### src/rtl/sbr_pkg.sv
package sbr_pkg;
    localparam int DEF_ADDR_W = 16;
    localparam int DEF_DATA_W = 8;
    localparam int DEF_REG_W  = 5;
    localparam int DEF_PROG_W = 4;
    localparam int NUM_TGT    = 4;
    localparam int SEL_W      = $clog2(NUM_TGT);

    typedef enum logic [SEL_W-1:0] {
        TGT_CTRL   = 2'd0,
        TGT_BANK_A = 2'd1,
        TGT_BANK_B = 2'd2,
        TGT_PROG   = 2'd3
    } tgt_e;
endpackage

### src/rtl/sbr_shift_unit.sv
module sbr_shift_unit #(
    parameter int REG_W = 5
) (
    input  logic [REG_W-1:0] cur,
    input  logic             din,
    output logic [REG_W-1:0] nxt,
    output logic             last
);
    // The marker bit reaching bit 0 means this write supplies the final bit.
    assign last = cur[0];
    assign nxt  = {din, cur[REG_W-1:1]};
endmodule

### src/rtl/sbr_commit_dec.sv
module sbr_commit_dec #(
    parameter int NUM_TGT = 4,
    parameter int SEL_W   = 2
) (
    input  logic               en,
    input  logic [SEL_W-1:0]   sel,
    output logic [NUM_TGT-1:0] we
);
    for (genvar g = 0; g < NUM_TGT; g++) begin : g_tgt
        assign we[g] = en && (sel == SEL_W'(g));
    end
endmodule

### src/rtl/serial_bank_regs.sv
module serial_bank_regs
    import sbr_pkg::*;
#(
    parameter int ADDR_W = DEF_ADDR_W,
    parameter int DATA_W = DEF_DATA_W,
    parameter int REG_W  = DEF_REG_W,
    parameter int PROG_W = DEF_PROG_W,
    parameter logic [REG_W-1:0] CTRL_RST = 5'h0C,
    parameter logic [REG_W-1:0] CMD_SET  = 5'h0C
) (
    input  logic              clk,
    input  logic              rst,
    input  logic              wr_en,
    input  logic [ADDR_W-1:0] addr,
    input  logic [DATA_W-1:0] wdata,
    output logic [REG_W-1:0]  ctrl_o,
    output logic [REG_W-1:0]  bank_a_o,
    output logic [REG_W-1:0]  bank_b_o,
    output logic [PROG_W-1:0] prog_bank_o
);
    localparam logic [REG_W-1:0] EMPTY = {1'b1, {(REG_W-1){1'b0}}};
    localparam int SEL_LSB = ADDR_W - 1 - SEL_W;

    typedef struct packed {
        logic [REG_W-1:0]  shift;
        logic [REG_W-1:0]  ctrl;
        logic [REG_W-1:0]  bank_a;
        logic [REG_W-1:0]  bank_b;
        logic [PROG_W-1:0] prog;
    } state_t;

    localparam state_t RST_STATE = '{
        shift:  EMPTY,
        ctrl:   CTRL_RST,
        bank_a: '0,
        bank_b: '0,
        prog:   '0
    };

    state_t st_d, st_q;

    logic              loader_hit;
    logic              is_cmd;
    logic [REG_W-1:0]  shifted;
    logic              final_bit;
    logic [SEL_W-1:0]  tgt_sel;
    logic [NUM_TGT-1:0] tgt_we;
    logic              unused_bits;

    assign loader_hit  = wr_en && addr[ADDR_W-1];
    assign is_cmd      = wdata[DATA_W-1];
    assign tgt_sel     = addr[SEL_LSB +: SEL_W];
    assign unused_bits = ^{addr[SEL_LSB-1:0], wdata[DATA_W-2:1]};

    sbr_shift_unit #(.REG_W(REG_W)) shift_i (
        .cur  (st_q.shift),
        .din  (wdata[0]),
        .nxt  (shifted),
        .last (final_bit)
    );

    sbr_commit_dec #(.NUM_TGT(NUM_TGT), .SEL_W(SEL_W)) dec_i (
        .en  (loader_hit && !is_cmd && final_bit),
        .sel (tgt_sel),
        .we  (tgt_we)
    );

    always_comb begin
        st_d = st_q;
        if (loader_hit) begin
            if (is_cmd) begin
                st_d.shift = EMPTY;
                st_d.ctrl  = st_q.ctrl | CMD_SET;
            end else if (final_bit) begin
                st_d.shift = EMPTY;
                if (tgt_we[TGT_CTRL])   st_d.ctrl   = shifted;
                if (tgt_we[TGT_BANK_A]) st_d.bank_a = shifted;
                if (tgt_we[TGT_BANK_B]) st_d.bank_b = shifted;
                if (tgt_we[TGT_PROG])   st_d.prog   = shifted[PROG_W-1:0];
            end else begin
                st_d.shift = shifted;
            end
        end
    end

    always_ff @(posedge clk) begin
        if (rst) st_q <= RST_STATE;
        else     st_q <= st_d;
    end

    assign ctrl_o      = st_q.ctrl;
    assign bank_a_o    = st_q.bank_a;
    assign bank_b_o    = st_q.bank_b;
    assign prog_bank_o = st_q.prog;
endmodule

### config.mk
export PLATFORM = sky130hd
export DESIGN_NAME = serial_bank_regs
export DESIGN_NICKNAME = d
export VERILOG_FILES = /design/src/rtl/sbr_pkg.sv /design/src/rtl/sbr_shift_unit.sv /design/src/rtl/sbr_commit_dec.sv /design/src/rtl/serial_bank_regs.sv
export SDC_FILE = /design/constraint.sdc
export NUM_CORES = 1
export LEC_CHECK = 0
export BUFFER_PORTS_ARGS = -buffer_cell sky130_fd_sc_hd__buf_2
export CORE_MARGIN = 2
export CORE_UTILIZATION = 47
export CTS_BUF_LIST = sky130_fd_sc_hd__clkbuf_4 sky130_fd_sc_hd__clkbuf_8
export CTS_CLUSTER_DIAMETER = 30
export DETAILED_ROUTE_END_ITERATION = 16
export MAX_ROUTING_LAYER = met4
export PLACE_DENSITY = 0.77
export SETUP_SLACK_MARGIN = 0.3
export SYNTH_ARGS = -nofsm -noshare
export SYNTH_HDL_FRONTEND = slang
export SYNTH_SLANG_ARGS = --single-unit
### constraint.sdc
create_clock -name clk -period 3.5 [get_ports clk]
set_clock_uncertainty 0.2 [all_clocks]
set_input_delay 0.35 -clock clk [delete_from_list [all_inputs] [get_ports clk]]
set_output_delay 0.35 -clock clk [all_outputs]
set_load 0.005 [all_outputs]
After elaboration in Yosys (flattened, before gate mapping)
Cells that the tools add are included.
{ "word_totals": {"reg_bits": 24, "in_bits": 27, "word_cells": 33} }
{ "classes": {"n_eq_ne": 3, "muxes": 7, "bitwise_logic": 1, "n_reduce_logical": 16} }
{ "op_table": {"columns": ["operator", "count"], "rows": [
  ["$mux W5", 4],
  ["$mux W19", 1],
  ["$reduce_and A4 Y1", 4],
  ["$mux W10", 1],
  ["$logic_and A1 B1 Y1", 7],
  ["$eq A2 B2 Y1 const B", 2],
  ["$mux W4", 1],
  ["$reduce_bool A2 Y1", 2],
  ["$reduce_and A3 Y1", 1],
  ["$eq A2 B1 Y1 const B", 1],
  ["$logic_not A2 Y1", 1],
  ["$logic_not A1 Y1", 1],
  ["$not A1 Y1", 1]
]} }

Longest topological paths before layout
{ "depth": {"depth_word": 7, "ltp_mapped": 4} }

Cells and area by module
Synthesis repeated with hierarchy kept, for this count alone.
{ "hier_totals": {"hier_cells": 119, "area_unflattened_um2": 1194.9} }
{ "modules_own_cells": {"columns": ["module", "instances", "cells_each", "area_each_um2"], "rows": [
  ["serial_bank_regs", 1, 109, 1112.3],
  ["sbr_shift_unit", 1, 6, 45.0],
  ["sbr_commit_dec", 1, 4, 37.5]
]} }

Least setup slack after synthesis
OpenSTA, ideal clock, no wires.
{ "synth_timing": {"kind": "input-to-reg", "startpoint": "input wdata[7]", "endpoint": "register st_q (netlist bit ctrl_o[0])", "setup_ns": 0.072, "t_arrival_ns": 1.046, "t_required_ns": 3.228, "setup_slack_ns": 2.182, "cell_stages": 3, "n_path_buf": 0, "cell_sequence": "nand3b_1 -> nor3b_4 -> mux2i_1"} }
{ "synth_via": {"elab_chain_len": 5, "word_cells_on_any_way": 6, "cone_classes": "bitwise: 1; reduce/logical: 5"} }
{ "synth_lines": {"columns": ["item", "line", "rtl"], "rows": [
  ["start, declared", "serial_bank_regs.sv:15", "input logic [DATA_W-1:0] wdata,"],
  ["$logic_not A1 Y1", "serial_bank_regs.sv:63", ".en (loader_hit && !is_cmd && final_bit),"],
  ["$logic_and A1 B1 Y1 (2 in a row)", "serial_bank_regs.sv:63", null],
  ["$logic_and A1 B1 Y1", "sbr_commit_dec.sv:10", "assign we[g] = en && (sel == SEL_W'(g));"],
  ["$reduce_and A4 Y1 (no source line) (*)", null, null],
  ["end signal, assigned", "serial_bank_regs.sv:88", "else st_q <= st_d;"],
  ["end, declared", "serial_bank_regs.sv:40", "state_t st_d, st_q;"]
]} }
Mark *: on every way between the ends. The rest lies on a longest branch, timed or not.
A chain may end at the register's enable or synchronous reset.

Worst setup path in the final report
{ "layout_timing": {"startpoint": "register st_q[19] in the netlist's numbering", "endpoint": "register st_q (netlist bit ctrl_o[0])"} }
{ "layout_via": {"elab_chain_len": 3} }
{ "layout_lines": {"columns": ["item", "line"], "rows": [
  ["$logic_and A1 B1 Y1", "serial_bank_regs.sv:63"],
  ["$logic_and A1 B1 Y1", "sbr_commit_dec.sv:10"],
  ["$reduce_and A4 Y1 (no source line) (*)", null]
]} }
Marked as above.

==> metrics.md <==
| Metric | Value |
|---|---|
| Initial DRC count | 7 |
| Die Ht | 50.55 um |
| Worst reg2reg path startpoint | st_q[19] |
| Die ar. | 0.002555 mm2 |
| FF/Latch Area | 480.5 um2 |
| Number of CTS-inserted buffers | 3 |
| Clock transition at the registers of the reported paths | 0.14 ns |
| Antenna cell count | 0 |
| Ports | 46 |
| Final Non-Filler Cells | 151 |
| Layout cells sized above 1 | 0.2984 |
| Number of max-cap violations | 0 |
| Final count of pins violating max slew | 0 |
| Hpwl dp | 1.447 mm |
| Post-Synthesis Cell Area | 0.001018 mm2 |
| Syn nets | 124 |
| Power Total | 504.2 uW |
| Worst-skew pair later-pin latency | 0.31 ns |
| Remaining Overflow, GRT | 0 |
| Fin. Hold Viols | 0 |
| Crit path time final | 1.456 ns |
| Design Area, Final | 0.001220 mm2 |
| Drt pass-1 iters | 4 |
| Die width | 50.55 um |
| R2R cell count | 3 |
| Number of synthesis warnings | 0 |
| Pwr/cell area | 413.3 mW/mm2 |
| Post-Syn Instances | 97 |
| Routed via count | 794 |
| Critical path type | reg -> reg |
| H-tree depth | 1 |
| Sequential fraction of the synthesis area | 0.4717 |
| CTS resizes | 0 |
| Critical path endpoint | ctrl_o[0] |
| Row count | 16 |
| Leakage | 0.5670 nW |
| Peak VDD IR | 0.2548 mV |
| Measured slew at the worst slew-check pin | 0.3847 ns |
| Clk sinks | 24 |
| Post-synthesis register bit count | 24 |
| GPL Wtd Cong | 0.7465 |
| Placed Area | 0.001167 mm2 |
| CTS tree | yes |
| Startpoint Class | flop |
| Relative slew margins | 0.7400 |
| RSZ-0062 raised after global routing | false |
| Most common cell after layout, fill and taps aside | buf_2 |
| Largest net degree at the start of global routing | 29 |
| Max clock buf depth | 2 |
| Final WL | 1.978 mm |
| Worst Hold Class | in -> reg |
| P&R area growth vs syn | 19.78% |
| Worst Setup End Kind | flop |
| Initial Util | 0.5088 |
| Status | complete, no violations |
| Reg-to-reg endpoint | ctrl_o[0] |
| GRT Total Usage | 0.1797 |
| Setup violators final | 0 |
| Fmax | 686.6 MHz |
| Port Buf Inserts | 26 |
| Setup TNS | 0 ns |
| Synth Area per Inst | 10.50 um2 |
| Vias in the first global route | 727 |
| # hold bufs at CTS | 0 |
| Root buf cell | clkbuf_4 |
| Crit path max fanout | 6 |
| Critical path data required time | 3.55 ns |
| CP startpoint | st_q[19] |
| Number of fill cells | 184 |
| Core Footprint | 0.002002 mm2 |
| Antenna violations before repair | 0 |
| DR vias/cell | 5.258 |
| Inst Count DP | 147 |
| Hold WS | 0.09277 ns |
| Yosys cell types | 26 |
| Most frequent cells in the layout | buf_2 (26), dfxtp_1 (24), nand2b_1 (18) |
| Fin crit share | 0.4161 |
| Antenna viol nets, final | 0 |
| Final #Nets | 152 |
| Flop2flop setup slack | 2.04 ns |
| DR WL/cell | 13.10 um |
| # Post-CTS Setup Buffers | 0 |
| Critical path arrival | 1.51 ns |
| Area of the multi-input gates | 523.0 um2 |
| Post-route DRC | 0 |
| Global-route wire length before repair | 3.346 mm |
[power by group]
part	switching, mW	internal [mW]
Combinational	0.0149	0.0123
Clock	0.0842	0.116
Sequential	0.00173	0.275
Total	0.101	0.403
[Yosys cell counts]
cell	n	share of area
a21oi_1	1	0.0049
a221o_1	2	0.020
a22oi_1	4	0.029
a31o_2	1	0.0086
and2b_2	1	0.0086
and3b_1	1	0.0086
and4bb_2	1	0.012
buf_4	1	0.0074
clkbuf_1	2	0.0074
dfxtp_1	24	0.47
mux2i_1	13	0.13
nand2_2	1	0.0061
nand2b_1	18	0.11
nand3_1	1	0.0049
nand3_2	1	0.0098
nand3b_1	1	0.0074
nand4b_2	1	0.015
nor2_1	4	0.015
nor2b_1	5	0.031
nor3b_1	1	0.0074
nor3b_4	1	0.018
nor4b_1	1	0.0086
o21ai_0	4	0.020
o21ai_1	4	0.020
o21bai_1	2	0.015
or2_1	1	0.0061
[kinds of logic (layout without fill, tap and decap cells)]
logic type	after synthesis	after routing	share of synthesized area
compound gates	18	18	0.1167
buf+inv	3	30	0.01475
flops	24	24	0.4717
mux	13	13	0.1278
simple gates	39	39	0.2690
[how the worst min path moves through the flow]
stage | from | end | slack [ns] | depth (start not counted)
5_1_grt | wdata[0] | st_q[23] | 0.1 | 3
2_1_floorplan | ctrl_o[0] | ctrl_o[0] | 0.27 | 2
3_3_place_gp | ctrl_o[1] | ctrl_o[1] | 0.26 | 2
4_1_cts | wdata[0] | st_q[23] | 0.09 | 3
6_report | wdata[0] | st_q[23] | 0.09 | 3
3_5_place_dp | bank_a_o[2] | bank_a_o[2] | 0.26 | 2
[flip-flops by register name, indices dropped and copies added, names as in the netlist]
| signal | cells |
|---|---|
| bank_a_o | 5 |
| bank_b_o | 5 |
| ctrl_o | 5 |
| prog_bank_o | 4 |
| st_q | 5 |
[critical path, cell delays in order (launching register included)]
cell and delay (ns):
dfxtp_1 0.41, nand3b_1 0.23, nor3b_4 0.34, mux2i_1 0.22
[layout make-up]
class / instances / area share
multi-input cells: 70 / 0.4287
flip-flops and latches: 24 / 0.3938
repair buffers: 26 / 0.1067
well taps: 27 / 0.02769
clock inverters: 1 / 0.02462
clock buffers: 3 / 0.01846
[metal layers]
layer / vias up / track usage / part of all wire
met5: - / - / 0
met4: 0 / 0.07207 / 0.0061
met3: 2 / 0.04464 / 0.046
met2: 15 / 0.2873 / 0.51
met1: 377 / 0.2176 / 0.44
li1: 400 / - / -
[through the flow]
| stage | worst slack, ns | utilization |
|---|---|---|
| final | 2.044 | 0.6094 |
| after global routing | 1.974 | 0.6094 |
| after CTS | 2.050 | 0.6094 |
| after detailed placement | 1.920 | 0.5831 |
| after global placement | 1.936 | 0.5831 |
| after floorplan | 2.182 | - |
Power figures use the tool's default switching activity.
